$ cat src/rtl/baud_pkg.sv
package baud_pkg;

  typedef enum logic [1:0] {
    OS_16 = 2'd0,
    OS_8  = 2'd1,
    OS_4  = 2'd2
  } os_mode_e;

  localparam int OS_CNT_W = 4;

  function automatic logic [OS_CNT_W-1:0] os_mask(input os_mode_e m);
    case (m)
      OS_8:    os_mask = OS_CNT_W'(7);
      OS_4:    os_mask = OS_CNT_W'(3);
      default: os_mask = OS_CNT_W'(15);
    endcase
  endfunction

endpackage

$ cat src/rtl/baud_regs.sv
module baud_regs #(
  parameter int DATA_W = 8,
  parameter int INT_W  = 16,
  parameter int FRAC_W = 4,
  parameter int ADDR_W = 2
) (
  input  logic              clk,
  input  logic              rst_n,
  input  logic              wr_i,
  input  logic [ADDR_W-1:0] addr_i,
  input  logic [DATA_W-1:0] wdata_i,
  input  logic              latch_en_i,
  output logic [DATA_W-1:0] rdata_o,
  output logic [INT_W-1:0]  div_int_o,
  output logic [INT_W-1:0]  div_int_nxt_o,
  output logic [FRAC_W-1:0] div_frac_o,
  output logic              restart_o
);
  localparam int NBYTES    = INT_W / DATA_W;
  localparam int FRAC_ADDR = NBYTES;

  logic [INT_W-1:0]  int_q, int_d;
  logic [FRAC_W-1:0] frac_q, frac_d;
  logic              wr_ok;

  assign wr_ok = wr_i & latch_en_i;

  always_comb begin
    int_d  = int_q;
    frac_d = frac_q;
    if (wr_ok) begin
      for (int b = 0; b < NBYTES; b++) begin
        if (addr_i == ADDR_W'(b)) int_d[b*DATA_W +: DATA_W] = wdata_i;
      end
      if (addr_i == ADDR_W'(FRAC_ADDR)) frac_d = wdata_i[FRAC_W-1:0];
    end
  end

  always_ff @(posedge clk or negedge rst_n) begin
    if (!rst_n) begin
      int_q  <= INT_W'(1);
      frac_q <= '0;
    end else if (wr_ok) begin
      int_q  <= int_d;
      frac_q <= frac_d;
    end
  end

  always_comb begin
    rdata_o = '0;
    if (latch_en_i) begin
      for (int b = 0; b < NBYTES; b++) begin
        if (addr_i == ADDR_W'(b)) rdata_o = int_q[b*DATA_W +: DATA_W];
      end
      if (addr_i == ADDR_W'(FRAC_ADDR)) rdata_o = DATA_W'(frac_q);
    end
  end

  assign div_int_o     = int_q;
  assign div_int_nxt_o = int_d;
  assign div_frac_o    = frac_q;
  assign restart_o     = wr_ok;

endmodule

$ cat src/rtl/baud_prescale.sv
module baud_prescale #(
  parameter int PRESC_DIV = 4
) (
  input  logic clk,
  input  logic rst_n,
  input  logic sel_i,
  input  logic restart_i,
  output logic pre_en_o
);
  localparam int PW = (PRESC_DIV > 1) ? $clog2(PRESC_DIV) : 1;
  localparam logic [PW-1:0] LAST = PW'(PRESC_DIV - 1);

  logic [PW-1:0] pcnt_q, pcnt_d;
  logic          pcnt_en;

  assign pcnt_en  = restart_i | sel_i;
  assign pre_en_o = sel_i ? (pcnt_q == LAST) : 1'b1;

  always_comb begin
    if (restart_i || pcnt_q == LAST) pcnt_d = '0;
    else                             pcnt_d = pcnt_q + PW'(1);
  end

  always_ff @(posedge clk or negedge rst_n) begin
    if (!rst_n)       pcnt_q <= '0;
    else if (pcnt_en) pcnt_q <= pcnt_d;
  end

endmodule

$ cat src/rtl/baud_frac_div.sv
module baud_frac_div #(
  parameter int INT_W  = 16,
  parameter int FRAC_W = 4
) (
  input  logic              clk,
  input  logic              rst_n,
  input  logic              pre_en_i,
  input  logic              restart_i,
  input  logic [INT_W-1:0]  div_int_i,
  input  logic [INT_W-1:0]  div_int_nxt_i,
  input  logic [FRAC_W-1:0] div_frac_i,
  output logic              tick_o
);
  logic [INT_W-1:0]  cnt_q, cnt_d;
  logic [FRAC_W-1:0] acc_q, acc_d;
  logic [FRAC_W:0]   phase_sum;
  logic [INT_W-1:0]  int_eff, int_eff_nxt;
  logic              cnt_en;

  assign int_eff     = (div_int_i == '0)     ? INT_W'(1) : div_int_i;
  assign int_eff_nxt = (div_int_nxt_i == '0) ? INT_W'(1) : div_int_nxt_i;
  assign phase_sum   = {1'b0, acc_q} + {1'b0, div_frac_i};
  assign tick_o      = pre_en_i & (cnt_q == '0);
  assign cnt_en      = restart_i | pre_en_i;

  always_comb begin
    cnt_d = cnt_q;
    acc_d = acc_q;
    if (restart_i) begin
      cnt_d = int_eff_nxt - INT_W'(1);
      acc_d = '0;
    end else if (tick_o) begin
      cnt_d = int_eff - INT_W'(1) + INT_W'(phase_sum[FRAC_W]);
      acc_d = phase_sum[FRAC_W-1:0];
    end else if (pre_en_i) begin
      cnt_d = cnt_q - INT_W'(1);
    end
  end

  always_ff @(posedge clk or negedge rst_n) begin
    if (!rst_n) begin
      cnt_q <= '0;
      acc_q <= '0;
    end else if (cnt_en) begin
      cnt_q <= cnt_d;
      acc_q <= acc_d;
    end
  end

endmodule

$ cat src/rtl/baud_strobe.sv
module baud_strobe
  import baud_pkg::*;
(
  input  logic     clk,
  input  logic     rst_n,
  input  logic     tick_i,
  input  logic     restart_i,
  input  os_mode_e mode_i,
  output logic     strobe_o
);
  logic [OS_CNT_W-1:0] tcnt_q, tcnt_d;
  logic [OS_CNT_W-1:0] mask;
  logic                tcnt_en;

  assign mask     = os_mask(mode_i);
  assign strobe_o = tick_i & ((tcnt_q & mask) == mask);
  assign tcnt_en  = restart_i | tick_i;

  always_comb begin
    if (restart_i) tcnt_d = '0;
    else           tcnt_d = tcnt_q + OS_CNT_W'(1);
  end

  always_ff @(posedge clk or negedge rst_n) begin
    if (!rst_n)       tcnt_q <= '0;
    else if (tcnt_en) tcnt_q <= tcnt_d;
  end

endmodule

$ cat src/rtl/frac_baud_gen.sv
module frac_baud_gen
  import baud_pkg::*;
#(
  parameter int DATA_W    = 8,
  parameter int INT_W     = 16,
  parameter int FRAC_W    = 4,
  parameter int PRESC_DIV = 4,
  parameter int ADDR_W    = 2
) (
  input  logic              clk,
  input  logic              rst_n,
  input  logic              reg_wr,
  input  logic [ADDR_W-1:0] reg_addr,
  input  logic [DATA_W-1:0] reg_wdata,
  output logic [DATA_W-1:0] reg_rdata,
  input  logic              latch_en,
  input  logic              presc_sel,
  input  logic              mode8x,
  input  logic              mode4x,
  output logic              tick,
  output logic              bit_strobe
);
  logic [INT_W-1:0]  div_int, div_int_nxt;
  logic [FRAC_W-1:0] div_frac;
  logic              restart;
  logic              pre_en;
  os_mode_e          os_sel;

  assign os_sel = mode8x ? OS_8 : (mode4x ? OS_4 : OS_16);

  baud_regs #(.DATA_W(DATA_W), .INT_W(INT_W), .FRAC_W(FRAC_W), .ADDR_W(ADDR_W)) u_regs (
    .clk(clk), .rst_n(rst_n), .wr_i(reg_wr), .addr_i(reg_addr), .wdata_i(reg_wdata),
    .latch_en_i(latch_en), .rdata_o(reg_rdata), .div_int_o(div_int),
    .div_int_nxt_o(div_int_nxt), .div_frac_o(div_frac), .restart_o(restart)
  );

  baud_prescale #(.PRESC_DIV(PRESC_DIV)) u_presc (
    .clk(clk), .rst_n(rst_n), .sel_i(presc_sel), .restart_i(restart), .pre_en_o(pre_en)
  );

  baud_frac_div #(.INT_W(INT_W), .FRAC_W(FRAC_W)) u_div (
    .clk(clk), .rst_n(rst_n), .pre_en_i(pre_en), .restart_i(restart),
    .div_int_i(div_int), .div_int_nxt_i(div_int_nxt), .div_frac_i(div_frac), .tick_o(tick)
  );

  baud_strobe u_strobe (
    .clk(clk), .rst_n(rst_n), .tick_i(tick), .restart_i(restart),
    .mode_i(os_sel), .strobe_o(bit_strobe)
  );

endmodule

$ cat config.mk
export PLATFORM = sky130hd
export DESIGN_NAME = frac_baud_gen
export DESIGN_NICKNAME = d
export VERILOG_FILES = /design/src/rtl/baud_pkg.sv /design/src/rtl/baud_regs.sv /design/src/rtl/baud_prescale.sv /design/src/rtl/baud_frac_div.sv /design/src/rtl/baud_strobe.sv /design/src/rtl/frac_baud_gen.sv
export SDC_FILE = /design/constraint.sdc
export NUM_CORES = 1
export LEC_CHECK = 0
export BUFFER_PORTS_ARGS = -buffer_cell sky130_fd_sc_hd__buf_2
export CORE_AREA = 2 2 92 94
export CTS_CLUSTER_DIAMETER = 80
export DETAILED_ROUTE_END_ITERATION = 10
export DIE_AREA = 0 0 94 96
export PLACE_DENSITY = 0.6
export SYNTH_ARGS = -nofsm -noshare
export SYNTH_HDL_FRONTEND = slang
export SYNTH_SLANG_ARGS = --single-unit
$ cat constraint.sdc
create_clock -name clk -period 4.5 [get_ports clk]
set_input_delay 0.45 -clock clk [delete_from_list [all_inputs] [get_ports clk]]
set_output_delay 0.45 -clock clk [all_outputs]
set_load 0.02 [all_outputs]
# After elaboration in Yosys (flattened, before gate mapping)
# Cells that the tools add are included.
[classes]
n_addsub = 7
n_eq_ne = 6
n_mux = 20
bitwise_logic = 7
reduce_logical = 10
[op_table]
columns = ["op", "count"]
rows = [
  ["2-to-1 mux 16 bit", 6],
  ["logical NOT 16 bit", 3],
  ["2-to-1 mux 8 bit", 6],
  ["subtractor 16 x 1 -> 16 bit, second input constant", 3],
  ["adder 16 x 1 -> 16 bit", 1],
  ["2-to-1 mux 4 bit", 3],
  ["case mux 4 bit (2 select lines)", 1],
  ["equality test 2 bit, second input constant", 3],
  ["2-to-1 mux 2 bit", 3],
  ["AND reduction 2 bit", 3],
  ["adder 4 x 4 -> 5 bit", 1],
  ["adder 4 x 1 -> 4 bit, second input constant", 1],
  ["bitwise AND 4 bit", 1],
  ["equality test 2 x 1 -> 1 bit, second input constant", 2],
  ["equality test 4 bit", 1],
  ["bitwise AND 1 bit", 3],
  ["bitwise OR 1 bit", 3],
  ["nonzero test 3 bit", 1],
  ["adder 2 x 1 -> 2 bit, second input constant", 1],
  ["logical NOT 2 bit", 1],
  ["nonzero test 2 bit", 1],
  ["logical OR 1 bit", 1],
  ["2-to-1 mux 1 bit", 1],
]
[totals]
register_bits = 46
inputBits = 17
elab_cells = 56

# Depth between registers and ports, before layout
[logic_depth]
word_depth = 7
ltp_mapped = 13

# By module
# From an unflattened synthesis, not the netlist that was laid out.
[hier_totals]
cells_unflattened = 369
hier_area_um2 = 3510.9
[modules_own_cells]
columns = ["module", "instances", "cells_per_inst", "area_each_um2"]
rows = [
  ["baud_frac_div", 1, 247, 1970.6],
  ["baud_regs", 1, 90, 1171.1],
  ["baud_strobe", 1, 22, 251.5],
  ["baud_prescale", 1, 9, 103.8],
  ["frac_baud_gen", 1, 1, 13.8],
]

# Worst setup path after synthesis
# No wires, ideal clock.
[synth_timing]
path_kind = "input to register"
from = "input port reg_wdata[2]"
to = "register u_div.cnt_q[12]"
setup_ps = 126
arrival_ps = 3058
slack_ps = 1316
stages = 12
path_cell_list = "buf_6 or4_4 or3_4 mux2i_4 o2111ai_1 o21ai_0 inv_1 ha_1 o2111ai_1 a21oi_1 xor2_1 a221o_1"
[synth_via]
elab_chain_cells = 6
[synth_rtl]
columns = ["item", "line_no", "rtl"]
rows = [
  ["start, declared", "frac_baud_gen.sv:14", "input logic [DATA_W-1:0] reg_wdata,"],
  ["2-to-1 mux 8 bit", "baud_regs.sv:33", "if (addr_i == ADDR_W'(b)) int_d[b*DATA_W +: DATA_W] = wdata_i;"],
  ["2-to-1 mux 16 bit *", "baud_regs.sv:31", "if (wr_ok) begin"],
  ["logical NOT 16 bit", "baud_frac_div.sv:21", "assign int_eff_nxt = (div_int_nxt_i == '0) ? INT_W'(1) : div_int_nxt_i;"],
  ["2-to-1 mux 16 bit *", "baud_frac_div.sv:21", ""],
  ["subtractor 16 x 1 -> 16 bit *", "baud_frac_div.sv:30", "cnt_d = int_eff_nxt - INT_W'(1);"],
  ["2-to-1 mux 16 bit *", "baud_frac_div.sv:29", "if (restart_i) begin"],
  ["end signal, assigned", "baud_frac_div.sv:45", "cnt_q <= cnt_d;"],
  ["end, declared", "baud_frac_div.sv:14", "logic [INT_W-1:0] cnt_q, cnt_d;"],
]
# Mark *: on every way between the ends. The rest lies on a longest branch, timed or not.
# A chain may end at the register's enable or synchronous reset.

# Worst setup path after layout
[layout_timing]
from = "register u_regs.int_q[9], in the netlist u_regs.div_int_o[9]"
to = "register u_div.cnt_q[12]"
[layout_via]
elab_chain_cells = 6
[layout_rtl]
columns = ["item", "line_no", "rtl"]
rows = [
  ["start, declared", "baud_regs.sv:22", "logic [INT_W-1:0] int_q, int_d;"],
  ["start signal, assigned", "baud_regs.sv:44", "int_q <= int_d;"],
  ["logical NOT 16 bit or 2-to-1 mux 8 bit (tied branches)", "baud_frac_div.sv:20, baud_regs.sv:33", ""],
  ["2-to-1 mux 16 bit (on tied branches)", "baud_frac_div.sv:20, baud_regs.sv:31", ""],
  ["subtractor 16 x 1 -> 16 bit or logical NOT 16 bit (tied branches)", "baud_frac_div.sv:33, baud_frac_div.sv:21", ""],
  ["adder 16 x 1 -> 16 bit or 2-to-1 mux 16 bit (tied branches)", "baud_frac_div.sv:33, baud_frac_div.sv:21", ""],
  ["2-to-1 mux 16 bit or subtractor 16 x 1 -> 16 bit (tied branches)", "baud_frac_div.sv:32, baud_frac_div.sv:30", ""],
  ["2-to-1 mux 16 bit *", "baud_frac_div.sv:29", ""],
]
# Marked as above.

==> out/results.ini <==
[status]
status = finished, final reports clean

[synthesis]
yosysUniqueCellTypes = 68
synth-main-ff-cell = dfrtp_1
yosys_warnings = 0
synth_enable_flop_cells = 0
synthCells = 393
synth.area.top_cells = dfrtp_1 (32%), nand2_1 (4.2%), mux2i_1 (4.0%), nor2_1 (4.0%), mux2_2 (3.9%)
syn_avg_cell_area_sq_um = 8.88
yosysMostFrequentCell = dfrtp_1
synth_fp_nets = 421
syn-cell-area_sq_um = 3490
synthTopCellsByCount = dfrtp_1 (45), nand2_1 (39), nor2_1 (37), a21oi_1 (25), o21ai_0 (21)
synth_top_cell_area_share = 0.323
synth_top_area_cell = dfrtp_1
yosysSeqAreaShare = 0.330
ys_async_sr_fraction = 1.00
ys_ff_latch = 46

[cells_and_area]
fin_nets = 443
n_fill_cell = 832
drive_gt1_frac = 0.173
area_growth_pct = 9.00
fin_area_sq_um = 3800
antennaDiodeCount = 0

[global_route]
grt_max_degree = 47
grt_overflow = 0
grt_use_total = 0.248
grt_pass1_vias = 3071
grt_pass1_wl_um = 16900
antenna_found_initial = 0

[sta]
tns_ns = 0
post-route-period-util = 0.800
slew_headroom = 0.255
whs_ns = 0.335
hold_viol = 0
skew_ns = 0.0140
finalCriticalPeriod_ns = 3.60
tightest_slew_ns = 1.11
finalMaxSlewViolations = 0
fmax_ghz = 0.278
setup_viol = 0
rsz0062_at_grt = no

[cts]
root_buffer = clkbuf_8
h-tree-depth = 2
cts_sinks = 46
cts_tree = yes
cts_buffers = 5
clock_path_buffers = 2
post_cts_resized = 0
clk_latency_ns = 0.31
post_cts_buffers = 0
cts_hold_buf = 0
clk_pin_slew_ns = 0.10

[worst_setup_path]
path_class = register to register
rrSetupSlack_ns = 0.90
cp_max_fo = 7
r2r_cells = 11
end_kind = register
worstPathArrival_ns = 3.79
start_kind = register
endpoint = u_div.cnt_q[12]
r2r-end = u_div.cnt_q[12]
r2r_start = u_regs.div_int_o[9]
critPathLaunch = u_regs.div_int_o[9]
required_ns = 4.69

[drt]
vias = 3226
drtIter0Drc = 235
ant_nets = 0
drtPass1Iterations = 7
routed_wl_um = 10600
wl_per_cell_um = 20.3
vias_per_cell = 6.19
drc_errors = 0

[power]
powerDensity_nw_per_um2 = 387
finalPower_mw = 1.47
power_frac_clock = 0.217
p_int_uw = 877
switching_power_uw = 596
seqPwrFrac = 0.431
p_comb_frac = 0.352
p_leak_nw = 1.63
sw_frac_of_total = 0.405
ir_drop_uv = 176

[floorplanning]
io_pins = 27
die_area_sq_um = 9020
start_util = 0.433
dieWidth_um = 94
core-area_sq_um = 8050
rows = 33
dieHeight_um = 96

[worst_hold_path]
hold_path_class = primary input to asynchronous set/reset pin

[placed_design]
placed_area_sq_um = 3690
io_buffers = 26
routabilityCongestion = 0.940
dp_hpwl_um = 7840

[run]
drv_cap = 0

flip-flops by register name, summed over array words and instances (netlist names):
signal	count
u_div.acc_q	4
u_div.cnt_q	16
u_presc.pcnt_q	2
u_regs.div_frac_o	4
u_regs.div_int_o	16
u_strobe.tcnt_q	4
stage by stage:
| stage | cells | utilization | worst slack, ns |
|---|---|---|---|
| finish | 521 | 0.472 | 0.901 |
| global route | 521 | 0.472 | 0.723 |
| CTS | 521 | 0.472 | 0.958 |
| detailed placement | 513 | 0.459 | 0.953 |
| global placement | 513 | 0.459 | 1.07 |
| floorplan | 393 | - | 1.32 |
routing by layer:
layer  track usage  vias up  routed length, um
li1              -     1488                  -
met1         0.339     1558               4790
met2         0.398      156               4830
met3        0.0431       24                698
met4        0.0894        0                252
met5             0        -                  0
worst max-delay path: stages, from the launching register on:
cell and delay, ns:
dfrtp_1 0.48, or4_1 0.64, or3_4 0.40, mux2i_4 0.27, o2111ai_1 0.22, o21ai_0 0.34, inv_1 0.08, ha_1 0.25
o2111ai_1 0.19, a21oi_1 0.10, xor2_1 0.15, a221o_1 0.34
worst min path at each step:
stage                    from                  to  slack [ns]  cells past startpoint
6_report                rst_n  u_strobe.tcnt_q[2]        0.34                      1
3_5_place_dp   u_div.acc_q[2]      u_div.acc_q[2]        0.50                      1
4_1_cts                 rst_n  u_strobe.tcnt_q[2]        0.38                      1
5_1_grt                 rst_n  u_strobe.tcnt_q[3]        0.41                      1
2_1_floorplan           rst_n      u_div.acc_q[0]        0.15                      0
3_3_place_gp   u_div.acc_q[0]      u_div.acc_q[0]        0.50                      1
layout make-up:
class | count | area, sq um | area share
inverter | 13 | 48.8 | 0.0128
multi-input combinational | 315 | 2170 | 0.571
clock buffer | 6 | 72.6 | 0.0191
tap | 105 | 131 | 0.0345
timing repair buffer | 34 | 190 | 0.0500
sequential | 46 | 1150 | 0.303
clock inverter | 2 | 37.5 | 0.00987
cells in the final DEF (no fill, tap or decap), types with 3 or more instances in the layout:
cell | Yosys | routed
xor2_1 | 15 | 15
clkbuf_8 | 2 | 5
a21oi_1 | 25 | 25
nand2_1 | 39 | 39
nor2b_1 | 5 | 5
nor4_1 | 8 | 8
a21o_1 | 3 | 3
nor3b_1 | 3 | 3
nor3_1 | 20 | 20
inv_1 | 13 | 13
nand2b_1 | 4 | 4
o211ai_1 | 3 | 3
nand3_1 | 3 | 3
a22o_1 | 6 | 6
o21ai_0 | 21 | 21
a211oi_1 | 8 | 8
mux2_2 | 12 | 12
buf_2 | 2 | 26
o22ai_1 | 4 | 4
and2_1 | 4 | 4
or4_2 | 3 | 3
mux2i_1 | 14 | 14
buf_4 | 0 | 8
nor2_1 | 37 | 37
nand4_1 | 5 | 5
o2111ai_1 | 3 | 3
xnor2_1 | 13 | 13
a221o_1 | 3 | 3
a22oi_1 | 3 | 3
ha_1 | 10 | 10
dfrtp_1 | 45 | 45
power groups by stage:
stage	clock (mW)	sequential, mW	combinational [mW]
final	0.320	0.635	0.518
after global routing	0.344	0.648	0.568
after CTS	0.332	0.630	0.512
after detailed placement	0	0.637	0.510
after global placement	0	0.637	0.509
after floorplan	0	0.580	0.392
kinds of logic after synthesis:
family	after synthesis	share of synthesized area
and+or+nand+nor	153	0.231
adders and majority gates	11	0.0416
buffers and inverters	32	0.0495
xor gates and xnor gates	28	0.0703
DFF	46	0.330
muxes	27	0.0853
AOI/OAI and AO/OA	96	0.192
Note: power is estimated with default switching activity, not from simulation.
